### config.mk
export PLATFORM = sky130hd
export DESIGN_NAME = shared_cmp
export DESIGN_NICKNAME = d
export VERILOG_FILES = /design/src/rtl/shared_cmp_pkg.sv /design/src/rtl/low_mag_cmp.sv /design/src/rtl/top_bit_decide.sv /design/src/rtl/shared_cmp.sv
export SDC_FILE = /design/constraint.sdc
export NUM_CORES = 1
export LEC_CHECK = 0
export ABC_AREA = 1
export BUFFER_PORTS_ARGS = -buffer_cell sky130_fd_sc_hd__buf_2
export CORE_AREA = 2 2 39 41
export DETAILED_ROUTE_END_ITERATION = 12
export DIE_AREA = 0 0 41 43
export SLEW_MARGIN = 20
export SYNTH_ARGS = -nofsm -noshare
export SYNTH_HDL_FRONTEND = slang
export SYNTH_SLANG_ARGS = --single-unit
### constraint.sdc
create_clock -name vclk -period 0.8
set_input_delay 0.2 -clock vclk [all_inputs]
set_output_delay 0.2 -clock vclk [all_outputs]
set_load 0.05 [all_outputs]
### src/rtl/shared_cmp_pkg.sv
package shared_cmp_pkg;
    typedef enum logic {
        MODE_UNSIGNED = 1'b0,
        MODE_TWOS     = 1'b1
    } cmp_mode_e;

    typedef struct packed {
        logic top_a;
        logic top_b;
        logic top_differ;
    } top_bits_t;
endpackage

### src/rtl/low_mag_cmp.sv
module low_mag_cmp #(
    parameter int W = 3
) (
    input  logic [W-1:0] lo_a,
    input  logic [W-1:0] lo_b,
    output logic         lo_gt
);
    logic gt_d;

    // Ripple from LSB upward: a higher differing bit overrides lower results.
    always_comb begin
        gt_d = 1'b0;
        for (int i = 0; i < W; i++) begin
            if (lo_a[i] != lo_b[i]) begin
                gt_d = lo_a[i];
            end
        end
    end

    assign lo_gt = gt_d;

    // R4/R7 support: the ripple agrees with an unsigned reference
    always_comb begin
        a_r7_low_matches_ref: assert (lo_gt == (lo_a > lo_b))
            else $error("low compare disagrees with reference");
    end
endmodule

### src/rtl/top_bit_decide.sv
module top_bit_decide
    import shared_cmp_pkg::*;
(
    input  top_bits_t top,
    input  cmp_mode_e mode,
    input  logic      lo_gt,
    output logic      gt
);
    logic gt_d;

    always_comb begin
        if (top.top_differ) begin
            // unsigned: set top bit wins; two's complement: clear sign wins
            gt_d = (mode == MODE_TWOS) ? top.top_b : top.top_a;
        end else begin
            gt_d = lo_gt;
        end
    end

    assign gt = gt_d;
endmodule

### src/rtl/shared_cmp.sv
module shared_cmp
    import shared_cmp_pkg::*;
#(
    parameter int N = 4
) (
    input  logic [N-1:0] a,
    input  logic [N-1:0] b,
    input  logic         signed_mode,
    output logic         gt
);
    localparam int LW = N - 1;

    logic      lo_gt;
    top_bits_t top_d;
    cmp_mode_e mode_d;

    always_comb begin
        top_d.top_a      = a[N-1];
        top_d.top_b      = b[N-1];
        top_d.top_differ = a[N-1] ^ b[N-1];
        mode_d           = cmp_mode_e'(signed_mode);
    end

    low_mag_cmp #(.W(LW)) u_low (
        .lo_a  (a[LW-1:0]),
        .lo_b  (b[LW-1:0]),
        .lo_gt (lo_gt)
    );

    top_bit_decide u_top (
        .top   (top_d),
        .mode  (mode_d),
        .lo_gt (lo_gt),
        .gt    (gt)
    );

    always_comb begin
        if (!signed_mode) begin
            a_r1_unsigned_gt: assert (gt == (a > b))
                else $error("unsigned result wrong");
        end else begin
            a_r5_signed_gt: assert (gt == ($signed(a) > $signed(b)))
                else $error("signed result wrong");
        end
        if (signed_mode && (a[N-1] != b[N-1])) begin
            a_r3_sign_differs: assert (gt == ~a[N-1])
                else $error("sign-differs result wrong");
        end
        if (a[N-1] == b[N-1]) begin
            a_r4_same_top_uses_low: assert (gt == lo_gt)
                else $error("same-top result not from low compare");
        end
        if (a == b) begin
            a_r6_equal_not_gt: assert (!gt)
                else $error("equal operands reported greater");
        end
    end
endmodule

Word level (Yosys, flattened, before mapping) --
Index checks and enable logic that the tools add are counted.
Operators by class: equal/unequal tests 3, mux-type cells 5, bitwise operators 1
Operators by type and width (number):
- 1-bit two-way mux | 5
- 1-bit inequality test | 3
- 1-bit bitwise XOR | 1
Storage, ports and cells: bits in registers 0, input port bits 9, output and inout port bits 1, logic and storage cells 9

Longest topological paths before layout --
Gate-level depths: netlist of the first run.
depth after elaboration 5, depth in mapped cells 6, gate-level depth less buffers 6

Hierarchy --
A second synthesis of the first run with hierarchy kept.
Second synthesis, totals: cell total of the unflattened synthesis 27, area total of the unflattened synthesis 106.4 um2
By module, submodules not included:
- low_mag_cmp | times used 1, cells an instance 13, area each 52.6 um2, seq. area each 0.0 um2
- top_bit_decide | times used 1, cells an instance 9, area each 35.0 um2, seq. area each 0.0 um2
- shared_cmp | times used 1, cells an instance 5, area each 18.8 um2, seq. area each 0.0 um2

Worst setup path after synthesis of the first run --
Ideal clock, no wire load.
path kind input to output, start point input a[0], end point output gt, data arrival time 886 ps, data required time 600 ps, slack -286 ps, stages on the path 4, path buffers 0, cell sequence inv_1 > o21ai_2 > nand2_2 > a21oi_2
Between the ends: word-level cells in the longest chain between the ends 5
Ends and longest elaborated chain:
- start: declaration | RTL line shared_cmp.sv:6 | input logic [N-1:0] a,
- 1-bit inequality test | RTL line low_mag_cmp.sv:14 | if (lo_a[i] != lo_b[i]) begin
- 1-bit two-way mux (*) (3 in series) | RTL line low_mag_cmp.sv:14
- 1-bit two-way mux (*) | RTL line top_bit_decide.sv:12 | if (top.top_differ) begin
- end: declaration | RTL line shared_cmp.sv:9 | output logic gt
Every way passes the cells marked *; elsewhere a longest branch is shown, timed or not.

Worst setup path after layout of the first run --
Same ends and word-level chain as after synthesis.

==> results.toml, run 1 <==
[placed_design]
place_inst = 48
placed_area_um2 = 198
place.gp.congestion = 0.463
place_ws_ns = -0.376
dp_hpwl_um = 247
portBuffers = 10

[grt]
grtUsageTotal = 0.0420
busiest_layer = "met2"
gr-usage-met1 = 0.0443
grt_start_max_net_pins = 3
use_met2 = 0.0875
grt_pass1_wl_um = 552
grt_pass1_vias = 161
grt_overflow = 0
antenna_found_initial = 0
grt_util_met3 = 0

[floorplan]
die_h_um = 43
start_util = 0.0696
io_pins = 10
die_w_um = 41
rows = 14
die-area_um2 = 1760
core-area_um2 = 1380

[sta]
whs_ns = 0.796
finalSetupViolations = 1
rsz0062_at_grt = "true"
clock.fmax_mhz = 976
slew_viol_final = 0
post-route-period-util = 1.28
tightest_slew_ns = 0.149
min_period_ns = 1.02
finalHoldViolations = 0
relSlewSlack = 0.900
postLayoutSetupSlackWorst_ns = -0.224

[setup_path]
cpPeakStageDelay_ns = 0.16
cpMostUsedCell = "buf_6"
critPathRequiredTime_ns = 0.60
critPathLaunchType = "input pin"
crit_chain = "buf_6, inv_2, o21ai_2, nand2_4, a21oi_4, buf_6"
cp_num_buf_inv = 3
path_class = "in2out"
worstPathArrival_ns = 0.82
cp_max_fo = 1
crit_family = "compound AO/OA/AOI/OAI gates"
cp-end-kind = "output port"
crit_path_top_delay_cell = "o21ai_2"

[synthesis]
syn_nets = 31
synthAdderAreaFrac = 0
synth_area_um2 = 96.3
synth.top_cell.area_share = 0.312
ys_types = 8
avgSynthCellArea_um2 = 4.38
synth_warnings = 0
synth_area_leaders = "nand2_1 (31%), inv_1 (27%), a21oi_2 (9.1%), o21ai_2 (9.1%), nor2_1 (7.8%)"
seq_area_frac_synth = 0
synthCells = 22
synth_compound_area_frac = 0.234
synth_top_family_by_area = "simple AND/OR/NAND/NOR gates"
synth_xor_area_frac = 0
muxShareOfSynthArea = 0
yosys.area_share.simple = 0.455
yosysTopAreaCell = "nand2_1"

[drt]
ant_nets = 0
routed_via_density = 3.42
finalWirelength_um = 299
wire_per_inst_um = 6.23
drt_iter0_markers = 0
vias = 164
dr.pass1.iters = 1
drc = 0

[layout]
syn2layout_area_growth_pct = 212
diodes = 0
multi_input_area_um2 = 120
drive_above_1_share = 0.938
design_area_um2 = 300
seq_cell_count = 0
final_nets = 43
seq_area_um2 = 0
nFillCells = 162
clockBufferCount = 0
instances_no_fill = 48

[power_and_ir_drop]
max-vdd-ir-drop_mv = 0.0996
power_uw = 183
p_per_area_nw_per_um2 = 610
power.leakage_nw = 0.151

[min_path]
hold_path_class = "in2out"

[status]
violations = "setup timing"
status = "complete, but fails checks"

[flow_run]
drv_cap = 0
-- power by group --
group	switching, mW	internal [mW]	leakage, nW
logic	0.0936	0.0894	0.151
clock network	0	0	0
registers	0	0	0
-- path summary, 6_finish.rpt --
path | from | end | slack [ns] | depth (start not counted)
worst min-delay path | b[0] | gt | 0.80 | 5
worst max-delay path | a[0] | gt | -0.22 | 6
-- cell families after synthesis --
family                 Yosys count
and+or+nand+nor                 11
AOI/OAI and AO/OA                3
buffers and inverters            8
-- cell usage in the layout, fill, tap and decap left out --
master    netlist  final
inv_8           0      2
o21ai_2         1      2
nand2_4         0      4
inv_4           0      2
nand2_1         8      1
buf_2           0      3
inv_1           7      1
clkinv_4        0      1
inv_2           0      2
buf_8           0      3
nor2_2          0      2
nand2_2         1      4
a21oi_4         0      1
buf_6           0      4
-- Yosys cell counts (all sizes together) --
cell	n
o21ai	2
nor2	2
a21oi	1
clkinv	1
inv	7
nand2	9
-- metrics by stage --
stage / TNS (ns) / util
3_3_place_gp: -0.377 / 0.143
3_5_place_dp: -0.376 / 0.143
6_report: -0.224 / 0.217
5_1_grt: -0.257 / 0.217
2_1_floorplan: -0.147 / -
4_1_cts: -0.218 / 0.184
-- final cells by class --
| cell class | instances | area share |
|---|---|---|
| timing repair buffer | 10 | 0.350 |
| inverter | 8 | 0.183 |
| multi-input combinational | 14 | 0.400 |
| tap | 16 | 0.0667 |
-- metal layers --
metal | vias to the layer above | share of wire
li1 | 82 | -
met1 | 78 | 0.22
met2 | 4 | 0.73
met3 | 0 | 0.043
met4 | 0 | 0
met5 | - | 0
-- repair_timing --
| item | CTS | global route |
|---|---|---|
| endpoints found under the setup margin | 1 | 1 |
| pin swaps | 6 | 5 |
| hold buffers | 0 | 0 |
| setup buffers | 0 | 0 |
| hold endpoints to repair | 0 | 0 |
| resized for setup | 19 | 13 |
Power figures use the tool's default switching activity.
==> inputs of run 2 (changes only) <==
--- a/config.mk
+++ b/config.mk
@@ -10,6 +10,7 @@
 export CORE_AREA = 2 2 39 41
 export DETAILED_ROUTE_END_ITERATION = 12
 export DIE_AREA = 0 0 41 43
+export GPL_TIMING_DRIVEN = 0
 export SLEW_MARGIN = 20
 export SYNTH_ARGS = -nofsm -noshare
 export SYNTH_HDL_FRONTEND = slang
==> results.toml, run 2 (synthesized netlist as in run 1, its figures left out) <==
[layout]
fin_util = 0.185
diodes = 0
seq_area_um2 = 0
seq_cell_count = 0
instances_no_fill = 48
multi_input_area_um2 = 100
final_nets = 43
most-common-layout-cells = "nand2_2 (8), buf_6 (6), buf_2 (4)"
drive_above_1_share = 0.906
syn2layout_area_growth_pct = 166
clockBufferCount = 0
nFillCells = 166
final_common_cell = "nand2_2"

[floorplan]
die-area_um2 = 1760
die_w_um = 41
rows = 14
io_pins = 10
core-area_um2 = 1380
die_h_um = 43
start_util = 0.0696

[sta]
clock.fmax_mhz = 993
tightest_slew_ns = 0.154
postLayoutSetupSlackWorst_ns = -0.207
whs_ns = 0.808
finalSetupViolations = 1
rsz0062_at_grt = "true"
slew_viol_final = 0
relSlewSlack = 0.897
post-route-period-util = 1.26
finalHoldViolations = 0
min_period_ns = 1.01

[setup_path]
path_class = "in2out"
cpPeakStageDelay_ns = 0.17
cp-end-kind = "output port"
crit_chain = "buf_6, inv_4, nand2_2, nand2_2, nor2_2, a21oi_4, buf_6"
cp_max_fo = 2
critPathRequiredTime_ns = 0.60
worstPathArrival_ns = 0.81
cp_num_buf_inv = 3
cp.depth = 7
crit_family = "buffers and inverters"
crit_path_top_delay_cell = "buf_6"
critPathLaunchType = "input pin"

[min_path]
hold_path_depth = 5
hold_path_class = "in2out"
hold_end = "gt"
min_from = "b[0]"

[drt]
wire_per_inst_um = 5.44
vias = 154
drc = 0
ant_nets = 0
dr.pass1.iters = 3
finalWirelength_um = 261
drt_iter0_markers = 1
routed_via_density = 3.21

[power_and_ir_drop]
power.leakage_nw = 0.129
netSwitchingPower_uw = 81.0
p_per_area_nw_per_um2 = 606
swShare = 0.521
p_clk_frac = 0
combinationalPowerShare = 1.000
max-vdd-ir-drop_mv = 0.101
power_uw = 155
intPower_uw = 74.5
p_seq_frac = 0

[placed_design]
dp_hpwl_um = 236
portBuffers = 10
place.gp.congestion = 0.463
place_inst = 48

[grt]
antenna_found_initial = 0
grt_pass1_wl_um = 386
grt_start_max_net_pins = 3
grt_pass1_vias = 136
grt_overflow = 0
grtUsageTotal = 0.0290

[clocking]
hold_buffers = 0

[status]
status = "complete, but fails checks"
violations = "setup timing"

[flow_run]
drv_cap = 0
-- run 2: cell counts in the layout (fill, tap and decap cells not counted) --
No cell type changed its count.
-- run 2: area by class of cell --
class / count / share of cell area
timing repair buffer: 10 / 0.341
inverter: 8 / 0.190
multi-input combinational: 14 / 0.390
tap: 16 / 0.0780
-- run 2: timing repair --
item / in CTS / in global routing
resized for setup: 19 / 1
pin swaps: 6 / 0
setup endpoints to repair: 1 / 1
buffers inserted: 0 / 0
-- run 2: worst max path at each step --
stage / start / endpoint / slack, ns
after floorplan: a[0] / gt / -0.15
after global placement: a[1] / gt / -0.38
after detailed placement: a[1] / gt / -0.38
after CTS: b[3] / gt / -0.21
after global routing: a[1] / gt / -0.24
final: b[3] / gt / -0.21
-- run 2: power groups by stage --
stage	registers [mW]	clock network, mW	logic (mW)
after floorplan	0	0	0.0763
after global placement	0	0	0.115
after detailed placement	0	0	0.117
after CTS	0	0	0.156
after global routing	0	0	0.168
final	0	0	0.155
-- run 2: through the flow --
stage | worst slack, ns | TNS [ns] | cell area, µm²
2_1_floorplan | -0.147 | -0.147 | 128
3_3_place_gp | -0.377 | -0.377 | 198
3_5_place_dp | -0.377 | -0.377 | 198
4_1_cts | -0.214 | -0.214 | 254
5_1_grt | -0.244 | -0.244 | 256
6_report | -0.207 | -0.207 | 256
-- run 2: layer usage --
layer / GRT usage / share of wire / up-vias / wire length (µm)
met5: 0 / 0 / - / 0
met4: 0 / 0 / 0 / 0
met3: 0 / 0.092 / 0 / 24
met2: 0.0719 / 0.67 / 4 / 175
met1: 0.0190 / 0.23 / 69 / 61
li1: - / - / 81 / -
